[src/rtl/density_pkg.sv]
package density_pkg;

  // Linear mapping constants: mv = (ones - N/2) * SCALE_NUM / (DIVISOR * N)
  localparam int SCALE_NUM = 2560;
  localparam int SCALE_W   = 12;
  localparam int DIVISOR   = 3;
  localparam int REM_W     = $clog2(DIVISOR);
  localparam int SAT_MV    = 427;
  // Largest magnitude before the divide is SCALE_NUM/2
  localparam int MAG_W     = $clog2(SCALE_NUM / 2 + 1);
  localparam int MV_W      = MAG_W + 1;

  typedef enum logic [2:0] {
    S_IDLE,
    S_RUN,
    S_LOAD,
    S_DIV,
    S_PUB
  } rxState_t;

  typedef struct packed {
    logic clear;
    logic countEn;
    logic load;
    logic divStep;
    logic publish;
  } rxStrobes_t;

endpackage

[src/rtl/density_edge.sv]
module density_edge (
  input  logic clk,
  input  logic rstN,
  input  logic modClk,
  input  logic modData,
  output logic fall,
  output logic bitOut
);

  logic [1:0] clkSync;
  logic [1:0] dataSync;
  logic       clkPrev;

  always_ff @(posedge clk or negedge rstN) begin
    if (!rstN) begin
      clkSync  <= '0;
      dataSync <= '0;
      clkPrev  <= 1'b0;
    end else begin
      clkSync  <= {clkSync[0], modClk};
      dataSync <= {dataSync[0], modData};
      clkPrev  <= clkSync[1];
    end
  end

  assign fall   = clkPrev & ~clkSync[1];
  assign bitOut = dataSync[1];

  // a fall needs a rise before the next one
  p_fall_single_r1: assert property (@(posedge clk) disable iff (!rstN)
    fall |=> !fall);

endmodule

[src/rtl/density_ctrl.sv]
module density_ctrl
  import density_pkg::*;
#(
  parameter int MIN_EXP = 8,
  parameter int MAX_EXP = 16,
  parameter int EXP_W   = 4
) (
  input  logic             clk,
  input  logic             rstN,
  input  logic             start,
  input  logic [EXP_W-1:0] winExp,
  input  logic             fall,
  output rxStrobes_t       strobes,
  output logic [$clog2(MAX_EXP+1)-1:0] winShift,
  output logic             valid
);

  localparam int CNT_W  = MAX_EXP + 1;
  localparam int SH_W   = $clog2(MAX_EXP + 1);
  localparam int SPAN   = MAX_EXP - MIN_EXP;
  localparam int STEP_W = $clog2(MAG_W) + 1;

  rxState_t            state;
  logic [CNT_W-1:0]    winCnt;
  logic [CNT_W-1:0]    winLast;
  logic [STEP_W-1:0]   stepCnt;
  logic [SH_W-1:0]     shiftReq;
  logic                validQ;

  // Exponent clamp: out-of-range settings select the longest window
  always_comb begin
    int req;
    req = int'(winExp);
    if (req > SPAN) req = SPAN;
    shiftReq = SH_W'(MIN_EXP + req);
  end

  assign winLast = (CNT_W'(1) << winShift) - CNT_W'(1);

  always_ff @(posedge clk or negedge rstN) begin
    if (!rstN) begin
      state    <= S_IDLE;
      winCnt   <= '0;
      stepCnt  <= '0;
      winShift <= SH_W'(MIN_EXP);
      validQ   <= 1'b0;
    end else begin
      validQ <= 1'b0;
      if (start) begin
        state    <= S_RUN;
        winCnt   <= '0;
        winShift <= shiftReq;
      end else begin
        unique case (state)
          S_IDLE: ;
          S_RUN: begin
            if (fall) begin
              if (winCnt == winLast) state <= S_LOAD;
              else winCnt <= winCnt + CNT_W'(1);
            end
          end
          S_LOAD: begin
            stepCnt <= '0;
            state   <= S_DIV;
          end
          S_DIV: begin
            stepCnt <= stepCnt + STEP_W'(1);
            if (stepCnt == STEP_W'(MAG_W - 1)) state <= S_PUB;
          end
          S_PUB: begin
            validQ <= 1'b1;
            state  <= S_IDLE;
          end
          default: state <= S_IDLE;
        endcase
      end
    end
  end

  always_comb begin
    strobes         = '0;
    strobes.clear   = start;
    strobes.countEn = !start && (state == S_RUN) && fall;
    strobes.load    = !start && (state == S_LOAD);
    strobes.divStep = !start && (state == S_DIV);
    strobes.publish = !start && (state == S_PUB);
  end

  assign valid = validQ;

  // result strobe lasts one cycle
  p_valid_pulse_r5: assert property (@(posedge clk) disable iff (!rstN)
    valid |=> !valid);

  // window position never passes the last edge
  p_win_bound_r2: assert property (@(posedge clk) disable iff (!rstN)
    (state == S_RUN) |-> (winCnt <= winLast));

  // without a start the idle state is kept
  p_idle_quiet_r9: assert property (@(posedge clk) disable iff (!rstN)
    (state == S_IDLE && !start) |=> (state == S_IDLE));

  // a start always lands in the counting state
  p_restart_r6: assert property (@(posedge clk) disable iff (!rstN)
    start |=> (state == S_RUN && winCnt == '0));

endmodule

[src/rtl/density_dp.sv]
module density_dp
  import density_pkg::*;
#(
  parameter int MAX_EXP = 16
) (
  input  logic             clk,
  input  logic             rstN,
  input  rxStrobes_t       strobes,
  input  logic             bitIn,
  input  logic [$clog2(MAX_EXP+1)-1:0] winShift,
  output logic [MAX_EXP:0] onesOut,
  output logic [MV_W-1:0]  mvOut
);

  localparam int CNT_W  = MAX_EXP + 1;
  localparam int PROD_W = CNT_W + SCALE_W;

  logic [CNT_W-1:0]        onesCnt;
  logic [CNT_W-1:0]        halfN;
  logic signed [CNT_W:0]   diff;
  logic [CNT_W:0]          negDiff;
  logic [CNT_W-1:0]        mag;
  logic [PROD_W-1:0]       prod;
  logic [MAG_W-1:0]        divIn;
  logic [MAG_W-1:0]        divM;
  logic [MAG_W-1:0]        divQ;
  logic [REM_W-1:0]        divR;
  logic [REM_W:0]          trial;
  logic                    trialGe;
  logic                    negQ;
  logic [MAG_W-1:0]        qSat;

  // Ones counter
  always_ff @(posedge clk or negedge rstN) begin
    if (!rstN) onesCnt <= '0;
    else if (strobes.clear) onesCnt <= '0;
    else if (strobes.countEn && bitIn) onesCnt <= onesCnt + CNT_W'(1);
  end

  // Offset from mid-scale, then scaled magnitude divided by N
  always_comb begin
    halfN   = CNT_W'(1) << (winShift - 1'b1);
    diff    = $signed({1'b0, onesCnt}) - $signed({1'b0, halfN});
    negDiff = -diff;
    mag     = diff[CNT_W] ? negDiff[CNT_W-1:0] : diff[CNT_W-1:0];
    prod    = PROD_W'(mag) * PROD_W'(SCALE_NUM);
    divIn   = MAG_W'(prod >> winShift);
  end

  // Serial restoring divide by the constant DIVISOR, one quotient bit per cycle
  always_comb begin
    trial   = {divR, divM[MAG_W-1]};
    trialGe = trial >= (REM_W+1)'(DIVISOR);
  end

  always_ff @(posedge clk or negedge rstN) begin
    if (!rstN) begin
      divM <= '0;
      divQ <= '0;
      divR <= '0;
      negQ <= 1'b0;
    end else if (strobes.load) begin
      divM <= divIn;
      divQ <= '0;
      divR <= '0;
      negQ <= diff[CNT_W];
    end else if (strobes.divStep) begin
      divM <= divM << 1;
      divQ <= {divQ[MAG_W-2:0], trialGe};
      divR <= trialGe ? REM_W'(trial - (REM_W+1)'(DIVISOR)) : trial[REM_W-1:0];
    end
  end

  assign qSat = (divQ > MAG_W'(SAT_MV)) ? MAG_W'(SAT_MV) : divQ;

  // Published results
  always_ff @(posedge clk or negedge rstN) begin
    if (!rstN) begin
      onesOut <= '0;
      mvOut   <= '0;
    end else if (strobes.publish) begin
      onesOut <= onesCnt;
      mvOut   <= negQ ? -{1'b0, qSat} : {1'b0, qSat};
    end
  end

  // the published voltage stays inside the clamp
  p_sat_r7: assert property (@(posedge clk) disable iff (!rstN)
    ($signed(mvOut) <= $signed(MV_W'(SAT_MV))) &&
    ($signed(mvOut) >= -$signed(MV_W'(SAT_MV))));

  // outputs only move on a publish
  p_hold_r5: assert property (@(posedge clk) disable iff (!rstN)
    !strobes.publish |=> ($stable(onesOut) && $stable(mvOut)));

  // the counter never exceeds the window length
  p_count_bound_r2: assert property (@(posedge clk) disable iff (!rstN)
    !strobes.clear |-> (onesCnt <= (CNT_W'(1) << winShift)));

endmodule

[src/rtl/density_rx.sv]
module density_rx
  import density_pkg::*;
#(
  parameter int MIN_EXP = 8,
  parameter int MAX_EXP = 16,
  parameter int EXP_W   = 4
) (
  input  logic                clk,
  input  logic                rstN,
  input  logic                modClk,
  input  logic                modData,
  input  logic [EXP_W-1:0]    winExp,
  input  logic                start,
  output logic [MAX_EXP:0]    onesCount,
  output logic [MV_W-1:0]     resultMv,
  output logic                valid
);

  localparam int SH_W = $clog2(MAX_EXP + 1);

  logic            fall;
  logic            bitIn;
  rxStrobes_t      strobes;
  logic [SH_W-1:0] winShift;

  density_edge u_edge (
    .clk     (clk),
    .rstN    (rstN),
    .modClk  (modClk),
    .modData (modData),
    .fall    (fall),
    .bitOut  (bitIn)
  );

  density_ctrl #(
    .MIN_EXP (MIN_EXP),
    .MAX_EXP (MAX_EXP),
    .EXP_W   (EXP_W)
  ) u_ctrl (
    .clk      (clk),
    .rstN     (rstN),
    .start    (start),
    .winExp   (winExp),
    .fall     (fall),
    .strobes  (strobes),
    .winShift (winShift),
    .valid    (valid)
  );

  density_dp #(
    .MAX_EXP (MAX_EXP)
  ) u_dp (
    .clk      (clk),
    .rstN     (rstN),
    .strobes  (strobes),
    .bitIn    (bitIn),
    .winShift (winShift),
    .onesOut  (onesCount),
    .mvOut    (resultMv)
  );

endmodule

[config.mk]
export PLATFORM = sky130hd
export DESIGN_NAME = density_rx
export DESIGN_NICKNAME = d
export VERILOG_FILES = /design/src/rtl/density_pkg.sv /design/src/rtl/density_edge.sv /design/src/rtl/density_ctrl.sv /design/src/rtl/density_dp.sv /design/src/rtl/density_rx.sv
export SDC_FILE = /design/constraint.sdc
export NUM_CORES = 1
export LEC_CHECK = 0
export ABC_AREA = 1
export BUFFER_PORTS_ARGS = -buffer_cell sky130_fd_sc_hd__buf_2
export CAP_MARGIN = 20
export CORE_MARGIN = 2
export CORE_UTILIZATION = 45
export CTS_CLUSTER_SIZE = 14
export DETAILED_ROUTE_END_ITERATION = 16
export PLACE_DENSITY = 0.68
export SLEW_MARGIN = 25
export SYNTH_ARGS = -nofsm -noshare
export SYNTH_HDL_FRONTEND = slang
export SYNTH_SLANG_ARGS = --single-unit
[constraint.sdc]
create_clock -name clk -period 6.6 [get_ports clk]
set_input_delay 0.99 -clock clk [delete_from_list [all_inputs] [get_ports clk]]
set_output_delay 0.99 -clock clk [all_outputs]
set_load 0.005 [all_outputs]
# Word level (Yosys, flattened, before mapping)
# Cells that the tools add are included.
[word_totals]
regBits = 107
latch_bits = 0
mem_bits_rw = 0
mem_bits_ro = 0
in_bits = 9
out_inout_bits = 30
wordCells = 87
n_memories = 0
[classes]
add_sub_neg = 10
multipliers = 1
n_div = 0
order_cmp = 3
n_eq_ne = 11
shifts = 3
n_mux = 25
bitwise = 3
n_reduce_logical = 16
[ops]
columns = ["cell", "n"]
rows = [
  ["$mux W17", 7],
  ["$mux W11", 5],
  ["$add A17 B1 Y17 const B", 2],
  ["$shl A1 B5 Y17 const A", 2],
  ["$shr A29 B5 Y11", 1],
  ["$mul A17 B3 Y20 const B", 1],
  ["$sub A17 B17 Y18", 1],
  ["$eq A17 B17 Y1", 1],
  ["$neg A17 Y17", 1],
  ["$sub A17 B2 Y17 const B", 1],
  ["$mux W12", 1],
  ["$mux W3", 4],
  ["$neg A11 Y12", 1],
  ["$pmux W3 S4", 1],
  ["$gt A11 B9 Y1 const B", 1],
  ["$pmux W5 S2", 1],
  ["$reduce_bool A2 Y1", 5],
  ["$ne A3 B2 Y1 const B", 3],
  ["$eq A3 B2 Y1 const B", 2],
  ["$logic_and A1 B1 Y1", 6],
  ["$mux W2", 3],
  ["$add A4 B4 Y5 const A", 1],
  ["$add A5 B1 Y5 const B", 1],
  ["$eq A5 B4 Y1 const B", 1],
  ["other kinds (16)", 19],
]

# Logic depth before layout (Yosys ltp)
[depth]
word_depth = 8
depth_mapped = 39
depth_no_buf = 38

# Hierarchy
# From an unflattened synthesis, not the netlist that was laid out.
[unflattened]
cells_unflattened = 1489
area_unflattened_um2 = 9486.6
[modules_own_cells]
columns = ["mod", "n_inst", "cells_per_inst", "area_each_um2", "seq_area_each_um2"]
rows = [
  ["density_dp", 1, 1097, 6854.1, 1776.7],
  ["density_ctrl", 1, 385, 2497.4, 777.0],
  ["density_edge", 1, 7, 135.1, 125.1],
]

# Least setup slack after synthesis
# Ideal clock, no wire load.
[synth_path]
path_type = "register to register"
startpoint = "register u_ctrl.winShift[3]"
endpoint = "register u_dp.divM[5]"
setup_ns = 0.116
t_arrival_ns = 4.848
required_ns = 6.484
path_slack_ns = 1.635
stages_incl_launch_ff = 35
n_path_buf = 2
period_less_slack_ns = 4.965
cell_sequence = "dfstp_2 -> buf_6 -> nand2_1 -> nor2_4 -> nand2_1 -> nor2_2 -> inv_2 -> ha_1 -> nand2_1 -> nor2_1 -> and2_1 -> nand2_2 -> nand2_2 -> inv_2 -> o21ai_4 -> inv_4 -> buf_6 -> nand2_1 -> xor2_1 -> inv_1 -> ha_1 -> ha_1 -> inv_1 -> o21ai_0 -> a21oi_1 -> nand3_1 -> a21oi_1 -> o21ai_1 -> xor2_1 -> o21ai_0 -> or2_2 -> nand3_1 -> nand2_1 -> nand2_1 -> nand2_1"
[synth_via]
elab_chain_len = 8
[synth_lines]
columns = ["element", "line", "text"]
rows = [
  ["start: declaration", "density_ctrl.sv:14", "output logic [$clog2(MAX_EXP+1)-1:0] winShift,"],
  ["start signal: assignment", "density_ctrl.sv:45", "winShift <= SH_W'(MIN_EXP);"],
  ["start signal: assignment", "density_ctrl.sv:52", "winShift <= shiftReq;"],
  ["$sub A5 B1 Y5", "density_dp.sv:42", "halfN = CNT_W'(1) << (winShift - 1'b1);"],
  ["$shl A1 B5 Y17", "density_dp.sv:42", ""],
  ["$sub A17 B17 Y18", "density_dp.sv:43", "diff = $signed({1'b0, onesCnt}) - $signed({1'b0, halfN});"],
  ["$neg A17 Y17", "density_dp.sv:44", "negDiff = -diff;"],
  ["$mux W17", "density_dp.sv:45", "mag = diff[CNT_W] ? negDiff[CNT_W-1:0] : diff[CNT_W-1:0];"],
  ["$mul A17 B3 Y20", "density_dp.sv:46", "prod = PROD_W'(mag) * PROD_W'(SCALE_NUM);"],
  ["$shr A29 B5 Y11 (*)", "density_dp.sv:47", "divIn = MAG_W'(prod >> winShift);"],
  ["$mux W11 (*)", "density_dp.sv:62", "end else if (strobes.load) begin"],
  ["end signal: assignment", "density_dp.sv:63", "divM <= divIn;"],
  ["end signal: assignment", "density_dp.sv:68", "divM <= divM << 1;"],
  ["end: declaration", "density_dp.sv:25", "logic [MAG_W-1:0] divM;"],
]
# Mark *: on every way between the ends. The rest lies on a longest branch, timed or not.
# A chain may end at the register's enable or synchronous reset.

# Worst setup path after layout
[layout_path]
startpoint = "register u_ctrl.winShift[4]"
endpoint = "register u_dp.divM[10]"
# The elaborated chain is that of the path after synthesis.

==> metrics <==
status=finished clean; Final min period=between 6000 and 7000 ps; Post-DP HPWL=approximately 20 mm; Initial DRC Count=between 600 and 700; Max clock buf depth=2; DRC=0; CTS tree=yes; placement row count=between 50 and 60; Hold WS=between 300 and 400 ps; Peak VDD IR=around 0.00016 V; Routed Antenna Nets=0; WS Path Type=flop to flop; Antenna Cells=0; LEAKAGE=between 5 and 6 nW; Yosys warnings=0; Tot GR Track Use=0.237; Post-CTS Setup Repair Bufs=0; clk slew on worst S/H paths=roughly 80 ps; H-tree depth=3; max-cap violation count=0; cell area after synthesis=between 9000 and 10000 um^2; pins over their slew limit=0; Die ar.=approximately 21000 um^2; wire length per cell=~15 um; RSZ-0062 raised after global routing=false; chip width=approximately 150 um; filler instances=just over 2000; top-area cell type share of the netlist area=0.293; Slew Limit Headroom=0.328; Met3 Wirelength=967 um; Root Driver=clkbuf_16; worst-path maximum fanout=11; top cells by area, synth=dfrtp_1 (29%), nand2_1 (15%), inv_1 (7.4%); Critical Path AT=~6300 ps; CP max-delay cell=dfrtp_2; highest metal used=met4; initial core utilization=0.463; Distinct cells, synth=59; final setup vio count=0; Main synth FF type=dfrtp_1; area leader, netlist=dfrtp_1; syn_nets=~1400; cts hold-fix bufs=0; Crit. End Element=flop; global-route wire length before repair=~41 mm; worst skew pair latency=around 360 ps; CTS buffer count=9; part of the cycle the worst path needs=0.911; First-pass DRT Iterations=5; vias in the first global route=around 8000; Worst Skew=9.78 ps; crit-path most repeated cell=nand2_1; synthesized flop and latch total=~110; share of layout cells above drive strength 1=0.104; storage element area=around 2700 um^2; Die Span Y=146 um; Met2 Routed Length=about 11 mm; P&R area growth vs syn=8.31%; Pwr Density=approximately 420 nW/um^2; gr ovfl total=0; achievable clock frequency=between 150 and 200 MHz; CP required=roughly 6900 ps; total core area=approximately 20000 um^2; register area share after synthesis=0.295; Post-Syn Instances=1330; CP Launch Type=flop; vias=8405; Bufs and invs on worst path=3; top-count cell post-synth=nand2_1; gpl congestion=between 0.9 and 1; Post-synth EDFFs=0; Final Net Count=around 1400; antenna violations before repair=0; vias per inst=slightly above 5; cell family with most CP delay=simple AND/OR/NAND/NOR gates; Synth async-reset ratio=1.00; I/O pin cnt=39; delay of the slowest cell on the worst path=~550 ps; final hold violation count=0; Sink Count=107; actual slew at the worst max-slew pin=1000 ps; Setup TNS=0 ps; I/O Buffers=38; M1 wire length=11.9 mm; syn avg cell area=6.82 um^2; top cells by count, synth=nand2_1 (352), inv_1 (178), nor2_1 (120); PostCTS Resize Cnt=0; Multi-input gate area=about 5500 um^2; Hold Path Class=flop to flop; final wirelength=between 20 and 25 mm; largest net degree at the start of global routing=around 70
-- metrics by stage --
step	cell area [um^2]	power, mW	std cells	utilization	setup slack [ps]
detailed placement	9510	3.50	1612	0.485	372
global placement	9510	3.48	1612	0.485	396
floorplan	9070	2.90	1330	-	1640
global route	9820	4.52	1628	0.501	46.6
CTS	9810	4.10	1628	0.501	366
finish	9820	4.09	1628	0.501	589
-- cell type report --
type | count | share of cell area
clock buffers | 9 | 0.0229
well taps | 265 | 0.0338
multi-input cells | 997 | 0.559
repair buffers | 51 | 0.0296
flip-flops and latches | 107 | 0.273
clock inverters | 7 | 0.00828
inverters | 192 | 0.0736
-- path summary, 6_finish.rpt --
| path | start | end | slack [ps] | cells past startpoint |
|---|---|---|---|---|
| setup reg to reg | u_ctrl.winShift[4] | u_dp.divM[10] | 590 | 32 |
| hold / removal | u_edge.clkSync[0] | u_edge.clkSync[1] | 350 | 0 |
| hold reg to reg | u_edge.clkSync[0] | u_edge.clkSync[1] | 350 | 0 |
| min in group asynchronous | rstN | u_dp.onesOut[3] | 600 | 1 |
| setup / recovery | u_ctrl.winShift[4] | u_dp.divM[10] | 590 | 32 |
| max in group asynchronous | rstN | u_dp.divM[8] | 4750 | 2 |
-- state kept, by name (all words and copies together) (netlist names), 5 cells and up --
name,count
u_ctrl.winShift,5
u_ctrl.stepCnt,5
u_dp.onesCnt,17
u_dp.divM,11
u_ctrl.winCnt,17
u_dp.onesOut,17
u_dp.divQ,11
u_dp.mvOut,12
-- power breakdown --
part           total (mW)  switching, mW  leakage (nW)  internal [mW]
logic                2.56           1.64          3.49          0.923
registers           0.953          0.121          1.39          0.833
clock network       0.574          0.272         0.153          0.302
-- per-layer routing --
| metal | vias up | global-route usage |
|---|---|---|
| met3 | 27 | 0.0373 |
| met2 | 176 | 0.374 |
| li1 | 4354 | - |
| met5 | - | 0 |
| met4 | 0 | 0.0657 |
| met1 | 3848 | 0.337 |
-- cells by family after synthesis --
logic type | count (synthesis) | share of synthesized area
multiplexers | 1 | 0.00110
flip-flops | 107 | 0.295
AND/OR/NAND/NOR | 689 | 0.345
adder cells (fa/ha/maj) | 53 | 0.0748
buffers and inverters | 226 | 0.100
AO/OA/AOI/OAI | 185 | 0.117
XOR/XNOR | 69 | 0.0675
-- layout by cell type, fill, tap and decap left out, types with 14 or more instances in the layout --
cell     instances
nor3_1          26
o21ai_0         79
a21oi_1         48
dfrtp_1        105
buf_4           14
inv_1          178
nor2_1         120
ha_1            51
nand2_1        352
nand2_2         19
nand3_1        100
xor2_1          55
buf_2           37
nand4_1         20
Note: power is estimated with default switching activity, not from simulation.
